**src/rtl/bview_pkg.sv**
```systemverilog
package bview_pkg;
  localparam int LANE_W = 8;
  localparam int LANES  = 4;
  localparam int LSEL_W = $clog2(LANES);
  localparam int WORD_W = LANE_W * LANES;

  function automatic logic [LANE_W-1:0] lane_pick(input logic [WORD_W-1:0] w,
                                                  input logic [LSEL_W-1:0] sel);
    return w[sel*LANE_W +: LANE_W];
  endfunction

  function automatic logic [WORD_W-1:0] lane_merge(input logic [WORD_W-1:0] w,
                                                   input logic [LSEL_W-1:0] sel,
                                                   input logic [LANE_W-1:0] b);
    logic [WORD_W-1:0] r;
    r = w;
    for (int i = 0; i < LANES; i++)
      if (LSEL_W'(i) == sel) r[i*LANE_W +: LANE_W] = b;
    return r;
  endfunction
endpackage

```
**src/rtl/bview_mem.sv**
```systemverilog
module bview_mem #(
  parameter int AW = 6,
  parameter int DW = 32
) (
  input  logic          clk,
  input  logic [AW-1:0] addr,
  input  logic          we,
  input  logic [DW-1:0] wdata,
  output logic [DW-1:0] q
);
  localparam int DEPTH = 1 << AW;
  logic [DW-1:0] store [DEPTH];

  always_ff @(posedge clk) begin
    q <= store[addr];
    if (we) store[addr] <= wdata;
  end
endmodule

```
**src/rtl/bview_arb.sv**
```systemverilog
module bview_arb (
  input  logic clk,
  input  logic rst_n,
  input  logic p_req,
  input  logic p_we,
  input  logic e_req,
  output logic e_gnt,
  output logic p_rdy,
  output logic p_acc_wr,
  output logic wr_phase
);
  always_comb begin
    e_gnt    = rst_n && e_req && !wr_phase;
    p_rdy    = rst_n && p_req && !e_req && !wr_phase;
    p_acc_wr = p_rdy && p_we;
  end

  always_ff @(posedge clk) begin
    if (!rst_n) wr_phase <= 1'b0;
    else        wr_phase <= p_acc_wr;
  end
endmodule

```
**src/rtl/bview_lane.sv**
```systemverilog
module bview_lane
  import bview_pkg::*;
#(
  parameter int WORD_AW = 6
) (
  input  logic                  clk,
  input  logic                  rst_n,
  input  logic                  p_rdy,
  input  logic [WORD_AW+1:0]    p_addr,
  input  logic [LANE_W-1:0]     p_wdata,
  input  logic [WORD_W-1:0]     q,
  output logic [LANE_W-1:0]     p_rdata,
  output logic [WORD_W-1:0]     merged,
  output logic [WORD_AW-1:0]    pend_waddr
);
  logic [LSEL_W-1:0] lane_q;
  logic [LANE_W-1:0] byte_q;

  always_ff @(posedge clk) begin
    if (!rst_n) begin
      lane_q     <= '0;
      byte_q     <= '0;
      pend_waddr <= '0;
    end else if (p_rdy) begin
      lane_q     <= p_addr[LSEL_W-1:0];
      byte_q     <= p_wdata;
      pend_waddr <= p_addr[WORD_AW+1:LSEL_W];
    end
  end

  always_comb begin
    p_rdata = lane_pick(q, lane_q);
    merged  = lane_merge(q, lane_q, byte_q);
  end
endmodule

```
**src/rtl/bview_ram.sv**
```systemverilog
module bview_ram
  import bview_pkg::*;
#(
  parameter int WORD_AW = 6
) (
  input  logic                  clk,
  input  logic                  rst_n,
  input  logic                  p_req,
  input  logic                  p_we,
  input  logic [WORD_AW+1:0]    p_addr,
  input  logic [7:0]            p_wdata,
  output logic [7:0]            p_rdata,
  output logic                  p_rdy,
  input  logic                  e_req,
  input  logic                  e_we,
  input  logic [WORD_AW-1:0]    e_addr,
  input  logic [31:0]           e_wdata,
  output logic [31:0]           e_rdata,
  output logic                  e_gnt
);
  logic               p_acc_wr, wr_phase, mem_we;
  logic [WORD_AW-1:0] mem_addr, pend_waddr;
  logic [WORD_W-1:0]  mem_wdata, mem_q, merged;

  bview_arb u_arb (
    .clk(clk), .rst_n(rst_n), .p_req(p_req), .p_we(p_we), .e_req(e_req),
    .e_gnt(e_gnt), .p_rdy(p_rdy), .p_acc_wr(p_acc_wr), .wr_phase(wr_phase)
  );

  bview_lane #(.WORD_AW(WORD_AW)) u_lane (
    .clk(clk), .rst_n(rst_n), .p_rdy(p_rdy), .p_addr(p_addr),
    .p_wdata(p_wdata), .q(mem_q), .p_rdata(p_rdata), .merged(merged),
    .pend_waddr(pend_waddr)
  );

  always_comb begin
    if (wr_phase)   mem_addr = pend_waddr;
    else if (e_gnt) mem_addr = e_addr;
    else            mem_addr = p_addr[WORD_AW+1:LSEL_W];
    mem_we    = wr_phase || (e_gnt && e_we);
    mem_wdata = wr_phase ? merged : e_wdata;
  end

  bview_mem #(.AW(WORD_AW), .DW(WORD_W)) u_mem (
    .clk(clk), .addr(mem_addr), .we(mem_we), .wdata(mem_wdata), .q(mem_q)
  );

  assign e_rdata = mem_q;
endmodule

```
**config.mk**
```make
export PLATFORM = sky130hd
export DESIGN_NAME = bview_ram
export DESIGN_NICKNAME = d
export VERILOG_FILES = /design/src/rtl/bview_pkg.sv /design/src/rtl/bview_mem.sv /design/src/rtl/bview_arb.sv /design/src/rtl/bview_lane.sv /design/src/rtl/bview_ram.sv
export SDC_FILE = /design/constraint.sdc
export NUM_CORES = 2
export LEC_CHECK = 0
export ABC_AREA = 1
export BUFFER_PORTS_ARGS = -buffer_cell sky130_fd_sc_hd__buf_2
export CELL_PAD_IN_SITES_DETAIL_PLACEMENT = 0
export CELL_PAD_IN_SITES_GLOBAL_PLACEMENT = 2
export CORE_MARGIN = 2
export CORE_UTILIZATION = 43
export DETAILED_ROUTE_END_ITERATION = 6
export PLACE_DENSITY = 0.85
export REMOVE_ABC_BUFFERS = 1
export SYNTH_ARGS = -nofsm -noshare
export SYNTH_HDL_FRONTEND = slang
export SYNTH_SLANG_ARGS = --single-unit
```
**constraint.sdc**
```tcl
create_clock -name clk -period 5.1 [get_ports clk]
set_input_delay 0.765 -clock clk [delete_from_list [all_inputs] [get_ports clk]]
set_output_delay 0.765 -clock clk [all_outputs]
set_load 0.02 [all_outputs]
```
Word level (Yosys, flattened, before mapping)

Memory sizes are Yosys's and may differ from the RTL's. A register that Yosys moved wholly into a read port is not among the register bits.
Index checks and enable logic that the tools add are counted.

Register bits: 17
Bits in latches: 0
Bits of input ports: 60
Memory bits (read-only): 0
RAM bits: 2048
Output and inout port bits: 42
Memories: 1

Shift operators: 1
Equal/unequal tests: 3
Add/subtract/negate cells: 0
Div/mod/pow operators: 0
Multiply operators: 0
Magnitude comparators: 0
Reductions and logical operators: 11
Bitwise operators: 0
Mux-type cells: 9

Memories:

| name        | depth | width | rd ports | clocked after Yosys merged registers in | write ports | RTL line        | text |
|---|---|---|---|---|---|---|---|
| u_mem.store | 64    | 32    | 1        | 1                                       | 1           | bview_mem.sv:12 | `logic [DW-1:0] store [DEPTH];` |

Operator list:

| cell                                                | number |
|---|---|
| two-way mux 32 bit                                  | 1 |
| two-way mux 8 bit                                   | 4 |
| variable part select 32 x 6 -> 8 bit                | 1 |
| two-way mux 6 bit                                   | 2 |
| logical AND 1 bit                                   | 7 |
| equality test 2 bit (first input constant)          | 2 |
| equality test 1 x 2 -> 1 bit (first input constant) | 1 |
| logical NOT 1 bit                                   | 2 |
| logical NOT 2 bit                                   | 1 |
| two-way mux 1 bit                                   | 2 |
| logical OR 1 bit                                    | 1 |

Logic depth before layout (Yosys ltp)

Word-level depth: 6
Depth in mapped cells: 15
Mapped depth without buffers: 12

Cells and area by module

From an unflattened synthesis, not the netlist that was laid out.

Cell total of the unflattened synthesis: 8838
Area, all modules: 88473.6 sq um

Modules (own cells, without submodules):

| module     | instances | cells an instance | area an instance (sq um) |
|---|---|---|---|
| bview_mem  | 1         | 8440              | 86503.0 |
| bview_lane | 1         | 235               | 1302.5 |
| bview_ram  | 1         | 151               | 601.8 |
| bview_arb  | 1         | 12                | 66.3 |

Worst setup path before layout

OpenSTA, ideal clock, no wires.

Path type: register to register
From: reg u_lane.lane_q[0]
To: mem u_mem.store[0][14] (data pin)
Arrival time: 3570 ps
Buffers on the path: 1
Clock period less this slack: 4271 ps
Cell stages (with the launch flop): 6
Slack: 829 ps
Library setup time: 702 ps
Cell sequence: dfxtp_1 > inv_1 > nor2_1 > clkbuf_1 > o21ai_0 > o21ai_0

Word-level cells in the longest chain between the ends: 3

RTL lines:

| what                         | RTL line         | text |
|---|---|---|
| start: declaration           | bview_lane.sv:16 | `logic [LSEL_W-1:0] lane_q;` |
| start signal: assignment     | bview_lane.sv:25 | `lane_q <= p_addr[LSEL_W-1:0];` |
| equality test 1 x 2 -> 1 bit | bview_pkg.sv:18  | `if (LSEL_W'(i) == sel) r[i*LANE_W +: LANE_W] = b;` |
| two-way mux 8 bit            | bview_pkg.sv:18  |  |
| two-way mux 32 bit           | bview_ram.sv:41  | `mem_wdata = wr_phase ? merged : e_wdata;` |
| net mem_wdata[14]            | bview_ram.sv:23  | `logic [WORD_W-1:0] mem_wdata, mem_q, merged;` |
| end: declaration             | bview_mem.sv:12  |  |

The timed path passes the listed nets, and every way through them passes these cells.

Final worst setup path

From: reg u_arb.wr_phase
To: reg u_mem.q[29], read port of u_mem.store

Word-level cells in the longest chain between the ends: 4

RTL lines:

| what                     | RTL line        | text |
|---|---|---|
| start: declaration       | bview_arb.sv:10 | `output logic wr_phase` |
| start signal: assignment | bview_arb.sv:20 | `else wr_phase <= p_acc_wr;` |
| logical NOT 1 bit        | bview_arb.sv:13 | `e_gnt = rst_n && e_req && !wr_phase;` |
| logical AND 1 bit        | bview_arb.sv:13 |  |
| two-way mux 6 bit        | bview_ram.sv:38 | `else if (e_gnt) mem_addr = e_addr;` |
| two-way mux 6 bit (*)    | bview_ram.sv:37 | `if (wr_phase) mem_addr = pend_waddr;` |
| end: declaration         | bview_mem.sv:9  | `output logic [DW-1:0] q` |

Mark *: on every way between the ends. The rest lies on a longest branch, timed or not.
A chain may end at the register's enable or synchronous reset.

==> reports/results.ini <==
[outcome]
status = finished clean

[sta]
clock_skew_ns = 0.0386
tightest_slew_ns = 1.17
hold_violations = 0
drv_slew = 0
slew_headroom_pct = 21.6
rsz0062_at_grt = false
fmax_ghz = 0.214
tns_ns = 0
min_period_over_period_pct = 91.6
setup_viol = 0
layout_min_cycle_time_ns = 4.67

[synthesis]
netlist_area_um2 = 90500
syn_area_per_cell_um2 = 10.8
synth-seq-area-share_pct = 69.0
ys_ff_latch = 2097
synth.distinct_cells = 26
yosys_warnings = 0
syn_inst = 8349

[layout]
fillers = 18600
drive_above_1_share_pct = 9.16
nets = 8549
multi_input_area_um2 = 21900
regArea_um2 = 62500
design_area_um2 = 104000
layout_commonest_cell = nand2_1
syn2layout_area_growth_pct = 14.4
final_cell_mix = nand2_1, edfxtp_1, inv_1

[clock_network]
hold_buffers = 0
clkTransAtPathRegs_ns = 0.06
clkLatencyLatePin_ns = 0.86
numCtsBuffers = 220
cts_tree = done
h-tree-depth = 4
root_buffer = clkbuf_16
cts_post_setup_buffers_inserted = 0
clock-sinks = 2097
cts_resized = 0
clock_path_buffers = 3

[global_routing]
grt_max_degree = 136
grt_pass1_vias = 57100
antenna_found_initial = 14
grt_usage_pct = 25.2
globalRouteOverflowTotal = 0
grt_pass1_wl_um = 396000

[pwr]
irDropWorstVdd_uv = 379
cellPowerDensity_nw_per_um2 = 373
p_leak_nw = 42.0

[setup_path]
crit_type = reg -> reg
critPathArrivalTime_ns = 5.36
end_kind = flip-flop
critPathMaxFanout = 67
cp-start-kind = flip-flop
required_ns = 5.79

[floorplanning]
die_h_um = 463
coreArea_um2 = 209000
rows = 168
die_x_um = 463
ios = 102
start_util_pct = 43.2
fp.dieArea_um2 = 214000

[drt]
wl_per_cell_um = 23.9
routed-via-count = 60200
drc = 0
drtPass1Iterations = 5
via_per_inst = 5.23
ant_nets = 0
first_iter_violations = 6149
routed_wl_um = 274000

[run]
drv_cap = 0

[worst_hold_path]
holdCritPathClass = in -> reg

[place]
gp_congestion = 0.823
portBuffers = 101
place_hpwl_um = 155000
place_area_um2 = 96500

## worst paths after layout
check	startpoint	endpoint	slack (ns)	cells past startpoint
setup / recovery	u_arb.wr_phase$_SDFF_PN0_	u_mem.q[29]$_DFF_P_	0.43	13
hold / removal	p_wdata[6]	u_lane.byte_q[6]$_SDFFE_PN0P_	0.10	3
setup reg to reg	u_arb.wr_phase$_SDFF_PN0_	u_mem.q[29]$_DFF_P_	0.43	13
hold reg to reg	u_lane.pend_waddr[1]$_SDFFE_PN0P_	u_lane.pend_waddr[1]$_SDFFE_PN0P_	0.46	2
## cells in the mapped netlist, drive strengths merged
| master | count | area, um2 |
|---|---|---|
| o21ai | 331 | 1660 |
| nand2 | 2143 | 8050 |
| nand4 | 1 | 6.26 |
| inv | 1346 | 5050 |
| nand3 | 976 | 4890 |
| o211ai | 8 | 60.1 |
| dfxtp | 49 | 981 |
| a21oi | 12 | 60.1 |
| nor3 | 5 | 40.0 |
| a22oi | 8 | 60.1 |
| nor2 | 293 | 1100 |
| edfxtp | 2048 | 61500 |
| nand3b | 672 | 5040 |
| clkbuf | 195 | 732 |
| buf | 259 | 1270 |
| clkinv | 2 | 7.51 |
| and3 | 1 | 6.26 |
## stage by stage
step                      total power (W)  setup slack (ns)  cells  utilization [%]  hold WS [ns]
after floorplan                    0.0218            -34.24   7895                -         0.429
after global placement             0.0234             0.551  11100             46.1         0.442
after detailed placement           0.0234             0.513  11100             46.1         0.452
after CTS                          0.0388             0.537  11500             49.4        0.0491
after global routing               0.0398             0.386  11500             49.5        0.0967
final                              0.0386             0.428  11500             49.5         0.102
## power breakdown
part | internal (W) | switching (W)
Sequential | 0.0192 | 0.000219
Combinational | 0.000886 | 0.00280
Clock | 0.00886 | 0.00670
Total | 0.0289 | 0.00972
## critical path: stages, from the launching register on
cell     delay, ns
dfxtp_1       0.34
buf_4         0.40
nand2_4       0.50
nand2_8       0.57
buf_12        0.28
buf_12        0.30
buf_4         0.40
nand2_1       0.10
nand3_1       0.10
nand2_1       0.06
o21ai_1       0.25
nand2_1       0.20
nor2_1        0.71
nand2_1       0.11
## cell type report
cell class / count / share of cell area [%]
sequential: 2097 / 60.3
multi-input combinational: 4450 / 21.1
tap: 2805 / 3.39
clock inverter: 98 / 0.788
antenna: 16 / 0.0387
timing repair buffer: 372 / 3.49
inverter: 1348 / 4.91
clock buffer: 313 / 5.94
## state kept, by name, summed over array words and instances, names as in the netlist
register	count
u_lane.pend_waddr	6
u_lane.byte_q	8
u_mem.q	32
u_mem.store	2048
u_lane.lane_q	2
u_arb.wr_phase	1
## cell families (layout without fill, tap and decap cells)
logic type             after synthesis  after routing  synth area share, %
AOI/OAI and AO/OA                  359            359                 2.03
buffers and inverters             1802           2131                 7.80
other                                0             16                    0
DFF                               2097           2097                 69.0
and+or+nand+nor                   4091           4091                 21.1
## per-layer routing
| layer | wire, um | track usage, % | up-vias | part of all wire [%] |
|---|---|---|---|---|
| li1 | - | - | 28000 | - |
| met1 | 114000 | 33.8 | 29600 | 42 |
| met2 | 132000 | 41.7 | 2139 | 48 |
| met3 | 17300 | 3.21 | 435 | 6.3 |
| met4 | 10700 | 9.80 | 2 | 3.9 |
| met5 | 14 | 0 | - | 0.0051 |
Power figures use the tool's default switching activity.
